[src/rtl/i2c_regport_pkg.sv]
package i2c_regport_pkg;
  localparam int BYTE_W = 8;
  localparam int DEV_W  = 7;
  localparam int PTR_W  = BYTE_W - 1;
  localparam int BIT_CW = $clog2(BYTE_W);

  typedef enum logic [3:0] {
    ST_IDLE,
    ST_ADDR,
    ST_ADDR_ACK,
    ST_PTR,
    ST_PTR_ACK,
    ST_WR,
    ST_WR_ACK,
    ST_RD,
    ST_RD_ACK,
    ST_WAIT
  } xfer_state_t;
endpackage

[src/rtl/i2c_line_sync.sv]
module i2c_line_sync #(
  parameter int STAGES = 2
) (
  input  logic clk,
  input  logic rst,
  input  logic scl_i,
  input  logic sda_i,
  output logic scl_s,
  output logic sda_s,
  output logic scl_rise,
  output logic scl_fall,
  output logic start_det,
  output logic stop_det
);
  localparam int LINES = 2;
  localparam int SCL_IX = 1;
  localparam int SDA_IX = 0;

  logic [LINES-1:0] raw;
  logic [LINES-1:0] synced;
  logic [LINES-1:0] prev;

  assign raw = {scl_i, sda_i};

  for (genvar g = 0; g < LINES; g++) begin : g_line
    logic [STAGES-1:0] chain;
    always_ff @(posedge clk) begin
      if (rst) chain <= '1;
      else     chain <= {chain[STAGES-2:0], raw[g]};
    end
    assign synced[g] = chain[STAGES-1];
  end

  always_ff @(posedge clk) begin
    if (rst) prev <= '1;
    else     prev <= synced;
  end

  assign scl_s     = synced[SCL_IX];
  assign sda_s     = synced[SDA_IX];
  assign scl_rise  = synced[SCL_IX] & ~prev[SCL_IX];
  assign scl_fall  = ~synced[SCL_IX] & prev[SCL_IX];
  assign start_det = synced[SCL_IX] & prev[SCL_IX] & prev[SDA_IX] & ~synced[SDA_IX];
  assign stop_det  = synced[SCL_IX] & prev[SCL_IX] & ~prev[SDA_IX] & synced[SDA_IX];
endmodule

[src/rtl/i2c_ptr_reg.sv]
module i2c_ptr_reg
  import i2c_regport_pkg::*;
(
  input  logic              clk,
  input  logic              rst,
  input  logic              ptr_we,
  input  logic [BYTE_W-1:0] ptr_din,
  input  logic              cur_load,
  input  logic              cur_step,
  output logic [PTR_W-1:0]  cursor
);
  logic [PTR_W-1:0] ptr_q;
  logic             auto_q;

  always_ff @(posedge clk) begin
    if (rst) begin
      ptr_q  <= '0;
      auto_q <= 1'b0;
      cursor <= '0;
    end else if (ptr_we) begin
      ptr_q  <= ptr_din[PTR_W-1:0];
      auto_q <= ptr_din[BYTE_W-1];
      cursor <= ptr_din[PTR_W-1:0];
    end else if (cur_load) begin
      cursor <= ptr_q;
    end else if (cur_step && auto_q) begin
      cursor <= cursor + 1'b1;
    end
  end
endmodule

[src/rtl/i2c_xfer_fsm.sv]
module i2c_xfer_fsm
  import i2c_regport_pkg::*;
(
  input  logic              clk,
  input  logic              rst,
  input  logic              sda_s,
  input  logic              scl_rise,
  input  logic              scl_fall,
  input  logic              start_det,
  input  logic              stop_det,
  input  logic [DEV_W-1:0]  dev_addr,
  input  logic [BYTE_W-1:0] rdata,
  output logic              ptr_we,
  output logic [BYTE_W-1:0] ptr_din,
  output logic              cur_load,
  output logic              cur_step,
  output logic              sda_oe,
  output logic              reg_we,
  output logic [BYTE_W-1:0] reg_wdata
);
  xfer_state_t       state;
  logic [BIT_CW-1:0] bitcnt;
  logic [BYTE_W-1:0] shreg;
  logic [BYTE_W-1:0] rx_byte;
  logic              is_read;
  logic              got_ack;
  logic              byte_end;

  assign rx_byte  = {shreg[BYTE_W-2:0], sda_s};
  assign byte_end = (bitcnt == BIT_CW'(BYTE_W - 1));

  always_ff @(posedge clk) begin
    reg_we   <= 1'b0;
    ptr_we   <= 1'b0;
    cur_load <= 1'b0;
    cur_step <= 1'b0;
    if (rst) begin
      state     <= ST_IDLE;
      bitcnt    <= '0;
      shreg     <= '0;
      sda_oe    <= 1'b0;
      is_read   <= 1'b0;
      got_ack   <= 1'b0;
      reg_wdata <= '0;
      ptr_din   <= '0;
    end else if (stop_det) begin
      state  <= ST_IDLE;
      sda_oe <= 1'b0;
    end else if (start_det) begin
      state  <= ST_ADDR;
      bitcnt <= '0;
      sda_oe <= 1'b0;
    end else begin
      case (state)
        ST_ADDR, ST_PTR, ST_WR: begin
          if (scl_rise) begin
            shreg  <= rx_byte;
            bitcnt <= bitcnt + 1'b1;
            if (byte_end) begin
              if (state == ST_ADDR) begin
                if (rx_byte[BYTE_W-1:1] == dev_addr) begin
                  state    <= ST_ADDR_ACK;
                  is_read  <= rx_byte[0];
                  cur_load <= 1'b1;
                end else begin
                  state <= ST_IDLE;
                end
              end else if (state == ST_PTR) begin
                ptr_din <= rx_byte;
                ptr_we  <= 1'b1;
                state   <= ST_PTR_ACK;
              end else begin
                reg_wdata <= rx_byte;
                reg_we    <= 1'b1;
                state     <= ST_WR_ACK;
              end
            end
          end
        end
        ST_ADDR_ACK, ST_PTR_ACK, ST_WR_ACK: begin
          if (scl_fall) begin
            if (!sda_oe) begin
              sda_oe <= 1'b1;
            end else begin
              sda_oe <= 1'b0;
              bitcnt <= '0;
              if (state == ST_ADDR_ACK) begin
                if (is_read) begin
                  shreg  <= rdata;
                  sda_oe <= ~rdata[BYTE_W-1];
                  state  <= ST_RD;
                end else begin
                  state <= ST_PTR;
                end
              end else begin
                cur_step <= (state == ST_WR_ACK);
                state    <= ST_WR;
              end
            end
          end
        end
        ST_RD: begin
          if (scl_fall) begin
            if (byte_end) begin
              sda_oe  <= 1'b0;
              bitcnt  <= '0;
              got_ack <= 1'b0;
              state   <= ST_RD_ACK;
            end else begin
              bitcnt <= bitcnt + 1'b1;
              shreg  <= {shreg[BYTE_W-2:0], 1'b0};
              sda_oe <= ~shreg[BYTE_W-2];
            end
          end
        end
        ST_RD_ACK: begin
          if (scl_rise) begin
            if (!sda_s) begin
              got_ack  <= 1'b1;
              cur_step <= 1'b1;
            end else begin
              state <= ST_WAIT;
            end
          end else if (scl_fall && got_ack) begin
            shreg  <= rdata;
            sda_oe <= ~rdata[BYTE_W-1];
            bitcnt <= '0;
            state  <= ST_RD;
          end
        end
        default: ;
      endcase
    end
  end
endmodule

[src/rtl/i2c_regport.sv]
module i2c_regport
  import i2c_regport_pkg::*;
#(
  parameter int SYNC_STAGES = 2,
  parameter int STRAP_W     = 3,
  parameter logic [DEV_W-STRAP_W-1:0] DEV_PREFIX = 'b0010
) (
  input  logic               clk,
  input  logic               rst,
  input  logic               scl_i,
  input  logic               sda_i,
  input  logic [STRAP_W-1:0] strap_i,
  output logic               sda_oe,
  output logic               reg_we,
  output logic [PTR_W-1:0]   reg_addr,
  output logic [BYTE_W-1:0]  reg_wdata,
  input  logic [BYTE_W-1:0]  reg_rdata
);
  logic               scl_s, sda_s, scl_rise, scl_fall, start_det, stop_det;
  logic [STRAP_W-1:0] strap_q;
  logic               ptr_we, cur_load, cur_step;
  logic [BYTE_W-1:0]  ptr_din;
  logic [DEV_W-1:0]   dev_addr;

  always_ff @(posedge clk) begin
    if (rst) strap_q <= strap_i;
  end

  assign dev_addr = {DEV_PREFIX, strap_q};

  i2c_line_sync #(.STAGES(SYNC_STAGES)) u_sync (
    .clk(clk), .rst(rst), .scl_i(scl_i), .sda_i(sda_i),
    .scl_s(scl_s), .sda_s(sda_s), .scl_rise(scl_rise), .scl_fall(scl_fall),
    .start_det(start_det), .stop_det(stop_det)
  );

  i2c_xfer_fsm u_fsm (
    .clk(clk), .rst(rst), .sda_s(sda_s), .scl_rise(scl_rise), .scl_fall(scl_fall),
    .start_det(start_det), .stop_det(stop_det), .dev_addr(dev_addr), .rdata(reg_rdata),
    .ptr_we(ptr_we), .ptr_din(ptr_din), .cur_load(cur_load), .cur_step(cur_step),
    .sda_oe(sda_oe), .reg_we(reg_we), .reg_wdata(reg_wdata)
  );

  i2c_ptr_reg u_ptr (
    .clk(clk), .rst(rst), .ptr_we(ptr_we), .ptr_din(ptr_din),
    .cur_load(cur_load), .cur_step(cur_step), .cursor(reg_addr)
  );
endmodule

[config.mk]
export PLATFORM = sky130hd
export DESIGN_NAME = i2c_regport
export DESIGN_NICKNAME = d
export VERILOG_FILES = /design/src/rtl/i2c_regport_pkg.sv /design/src/rtl/i2c_line_sync.sv /design/src/rtl/i2c_ptr_reg.sv /design/src/rtl/i2c_xfer_fsm.sv /design/src/rtl/i2c_regport.sv
export SDC_FILE = /design/constraint.sdc
export NUM_CORES = 1
export LEC_CHECK = 0
export ABC_AREA = 1
export BUFFER_PORTS_ARGS = -buffer_cell sky130_fd_sc_hd__buf_2
export CAP_MARGIN = 20
export CORE_MARGIN = 2
export CORE_UTILIZATION = 63
export CTS_CLUSTER_SIZE = 24
export DETAILED_ROUTE_END_ITERATION = 7
export PLACE_DENSITY_LB_ADDON = 0.15
export SLEW_MARGIN = 10
export SYNTH_ARGS = -nofsm -noshare
export SYNTH_HDL_FRONTEND = slang
export SYNTH_SLANG_ARGS = --single-unit
[constraint.sdc]
create_clock -name clk -period 3.4 [get_ports clk]
set_input_delay 1.02 -clock clk [delete_from_list [all_inputs] [get_ports clk]]
set_output_delay 1.02 -clock clk [all_outputs]
set_load 0.005 [all_outputs]
# Yosys cells after proc, flatten, opt, wreduce, memory -nomap -nowiden
# Cells that the tools add are included.
[totals]
elab_cells = 160
regBits = 61
out_inout_bits = 17
input_bits = 15
[classes]
n_reduce_logical = 22
eq_ne = 35
muxes = 61
n_bitwise = 20
add_sub_neg = 2
[op_table]
columns = ["op", "n"]
rows = [
  ["$mux 7", 12],
  ["$mux 4", 10],
  ["$mux 3", 10],
  ["$pmux 7 s4", 1],
  ["$reduce_and 7->1", 4],
  ["$mux 1", 21],
  ["$ne 3x2->1 const B", 7],
  ["$reduce_and 9->1", 2],
  ["$eq 4x3->1 const B", 4],
  ["$ne 2x1->1 const B", 8],
  ["$pmux 4 s4", 1],
  ["$reduce_or 7->1", 2],
  ["$not 1->1", 13],
  ["$pmux 3 s4", 1],
  ["$reduce_and 12->1", 1],
  ["$ne 2x2->1 const B", 5],
  ["$ne 3x3->1 const B", 3],
  ["$reduce_or 3->1", 3],
  ["$eq 4x2->1 const B", 2],
  ["$reduce_and 8->1", 1],
  ["$add 7x1->7 const B", 1],
  ["$and 1x1->1", 7],
  ["$eq 7x5->1", 1],
  ["$reduce_bool 3->1", 2],
  ["other kinds (15)", 18],
]

# Logic depth before layout (Yosys ltp)
[logic_depth]
ltp_word = 7
depth_mapped = 13

# Hierarchy
# A second synthesis with hierarchy kept.
[hier_totals]
hier_cells = 468
area_unflattened_um2 = 3139.3
[by_module_without_submodules]
columns = ["module", "area_each_um2", "cells_each", "seq_area_each_um2", "n_inst"]
rows = [
  ["i2c_xfer_fsm", 2044.5, 329, 740.7, 1],
  ["i2c_ptr_reg", 799.5, 110, 300.3, 1],
  ["i2c_line_sync", 197.7, 24, 120.1, 1],
  ["i2c_regport", 97.6, 5, 90.1, 1],
]

# Worst setup path before layout
# OpenSTA, ideal clock, no wires.
[synth_timing]
kind = "input to register"
startpoint = "input rst"
endpoint = "register u_fsm.ptr_din[7]"
cell_stages = 5
t_arrival_ns = 1.754
path_slack_ns = 1.576
path_cell_list = "clkbuf_1 inv_1 clkbuf_1 o21ai_0 a21oi_1"
[synth_rtl]
columns = ["item", "line", "rtl"]
rows = [
  ["from (decl)", "i2c_regport.sv:9", "input logic rst,"],
  ["to (signal assigned)", "i2c_xfer_fsm.sv:69", "ptr_din <= rx_byte;"],
  ["to (decl)", "i2c_xfer_fsm.sv:14", "output logic [BYTE_W-1:0] ptr_din,"],
]

# Worst setup path in the final report
[layout_timing]
startpoint = "register u_ptr.cursor[3]"
endpoint = "output reg_addr[3]"
[layout_rtl]
columns = ["item", "line", "rtl"]
rows = [
  ["from (decl)", "i2c_ptr_reg.sv:10", "output logic [PTR_W-1:0] cursor"],
  ["from (signal assigned)", "i2c_ptr_reg.sv:23", "cursor <= ptr_din[PTR_W-1:0];"],
  ["from (signal assigned)", "i2c_ptr_reg.sv:25", "cursor <= ptr_q;"],
  ["from (signal assigned)", "i2c_ptr_reg.sv:27", "cursor <= cursor + 1'b1;"],
  ["to (decl)", "i2c_regport.sv:15", "output logic [PTR_W-1:0] reg_addr,"],
]
# No word-level cell between the ends.

==> reports/metrics.cfg <==
[clock_network]
cts.sinks=61
clk_latency_ps=340
post_cts_buffers=0
post_cts_resized=0
cts_max_level=3
root_buffer=clkbuf_8
clk_path_buf_depth=2
cts_hold_buf=0
cts_buffers=9
clk_pin_slew_ps=60
cts_tree=yes

[critical_path]
endpoint_kind=primary output
worst-path-buf-inv=1
critical-path-top-delay-family=flip-flops
cp.arrival_ps=890
worstPathCellList=buf_2
cp-startpoint=u_ptr.cursor[3]$_SDFFE_PP0P_
start_kind=flip-flop
slowest_delay_ps=420
critPathKind=reg2out
required_ps=2380
path_max_fanout=5
rr_startpoint=u_fsm.bitcnt[0]$_SDFFE_PP0P_
crit_path_top_delay_cell=dfxtp_1

[logic_synthesis]
synthesis.nets=434
ys_types=34
syn_inst=416
synth.avg_cell_area_um2=7.182
synthArstFlopShare_pct=0
ys.flop_type=dfxtp_1
ys_ff_latch=61
synth_edf_count=3
ys.warnings.count=0
synth_area_um2=2988
yosysSeqAreaShare_pct=41.88

[floorplanning]
core_um2=4661
rows=25
start_util_pct=64.11
ioPinCount=32
fp.dieW_um=72.87
die_h_um=72.87
dieArea_um2=5309

[detailed_routing]
drt_iter0_drc=178
vias=2763
first_pass_iters=4
wl_mm=6.574
antenna_left=0
routed_via_density=5.482
drc=0
wl_per_cell_um=13.04

[layout]
fin_cells=504
final_cell_mix=nand2_1 (83), dfxtp_1 (58), nor2_1 (52)
final_common_cell=nand2_1
area_growth_pct=11.47
final_nets=464
final_util_pct=71.46
drive_gt1_share_pct=19.11
diodes=0

[sta]
finClkSkew_ps=8.186
rsz0062_at_grt=no
whs_ps=416.2
maxSlewHeadroom_pct=65.47
setup_tns_ps=0
slew_viol_final=0
fin_crit_sh_pct=56.30
fin_crit_ps=1914
setup_viol=0
worstMarginPinSlew_ps=517.3
max_freq_mhz=522.4
setup_slack_ps=1486
finalHoldViolCount=0

[hold_path]
hold_start=u_sync.g_line[0].chain[0]$_SDFF_PP1_
min_path_type=reg2reg

[power]
ir_drop_uv=363.9
pwr-share-comb_pct=36.1
p_clk_share_pct=27.4
p_int_mw=1.401
switching_power_mw=0.8684
p_sw_share_pct=38.27
power_frac_seq_pct=36.5
power_density_nw_per_um2=681.2
p_leak_nw=1.544

[job]
drv_cap=0

[global_route]
overflow=0
grt_pass1_vias=2581
grt_util_all_layers_pct=26.74
grt_pass1_wl_mm=10.98
antenna_found_initial=0
grt_max_degree=28

[outcome]
status=completed

[place]
dp_slack_ps=1219
hpwl_mm=4.733
port_buffers=31
place_inst=489
place.gp.congestion=0.9564

[per-layer routing]
layer,wire [um],up-vias,global-route usage [%]
met2,3329,69,45.05
li1,-,1398,-
met1,2879,1292,31.33
met3,325,4,5.249
met5,0,-,0
met4,39,0,16.05
[cells by family after synthesis]
logic type	Yosys count	share of synthesized area, %
compound gates	86	14.95
xor+xnor	8	2.345
buf+inv	63	8.668
flops	61	41.88
fa+ha+maj	3	1.256
simple gates	195	30.90
[stage by stage]
stage	area, um2	power [mW]
2_1_floorplan	2988	1.524
3_3_place_gp	3147	1.634
3_5_place_dp	3147	1.649
4_1_cts	3331	2.275
5_1_grt	3331	2.429
6_report	3331	2.269
[layout make-up]
type                            count  area [um2]
Multi-Input combinational cell    292        1478
Fill cell                         376        1330
Sequential cell                    61        1251
Inverter                           50       187.7
Timing Repair Buffer               32       162.7
Clock buffer                       13       148.9
Tap cell                           54       67.56
Clock inverter                      2       35.03
[power groups by stage]
stage	logic, mW	registers [mW]	clock network, mW
floorplan	0.695	0.829	0
global placement	0.792	0.842	0
detailed placement	0.806	0.843	0
CTS	0.816	0.827	0.632
global route	0.933	0.836	0.660
finish	0.819	0.828	0.622
[state kept, by name (all words and copies together), names as in the netlist, 2 cells and up]
register,count
u_fsm.reg_wdata,8
u_fsm.bitcnt,3
u_fsm.shreg,7
u_ptr.cursor,7
u_fsm.ptr_din,8
strap_q,3
u_sync.g_line.chain,4
u_sync.prev,2
u_ptr.ptr_q,7
u_fsm.state,4
[cells in the mapped netlist (4+ instances only)]
library cell,number,area share (%)
nand2_1,83,10
dfxtp_1,58,39
nor2_1,52,6.5
o21ai_0,45,7.5
inv_1,40,5.0
a21oi_1,31,5.2
nand3_1,17,2.8
nand2_2,13,2.7
inv_2,9,1.1
clkbuf_1,7,0.88
a31oi_1,5,1.0
nor2_4,5,1.9
xnor2_1,5,1.5
nand2_4,4,1.5
nand4_1,4,0.84
nor2_2,4,0.84
or2_2,4,0.84
[path summary, 6_finish.rpt]
| check | to | slack (ps) | cells past startpoint |
|---|---|---|---|
| setup / recovery | reg_addr[3] | 1490 | 1 |
| hold reg to reg | u_sync.g_line[0].chain[1]$_SDFF_PP1_ | 420 | 1 |
| setup reg to reg | u_fsm.reg_wdata[0]$_SDFFE_PP0P_ | 1520 | 9 |
| hold / removal | u_sync.g_line[0].chain[1]$_SDFF_PP1_ | 420 | 1 |
Note: power is estimated with default switching activity, not from simulation.
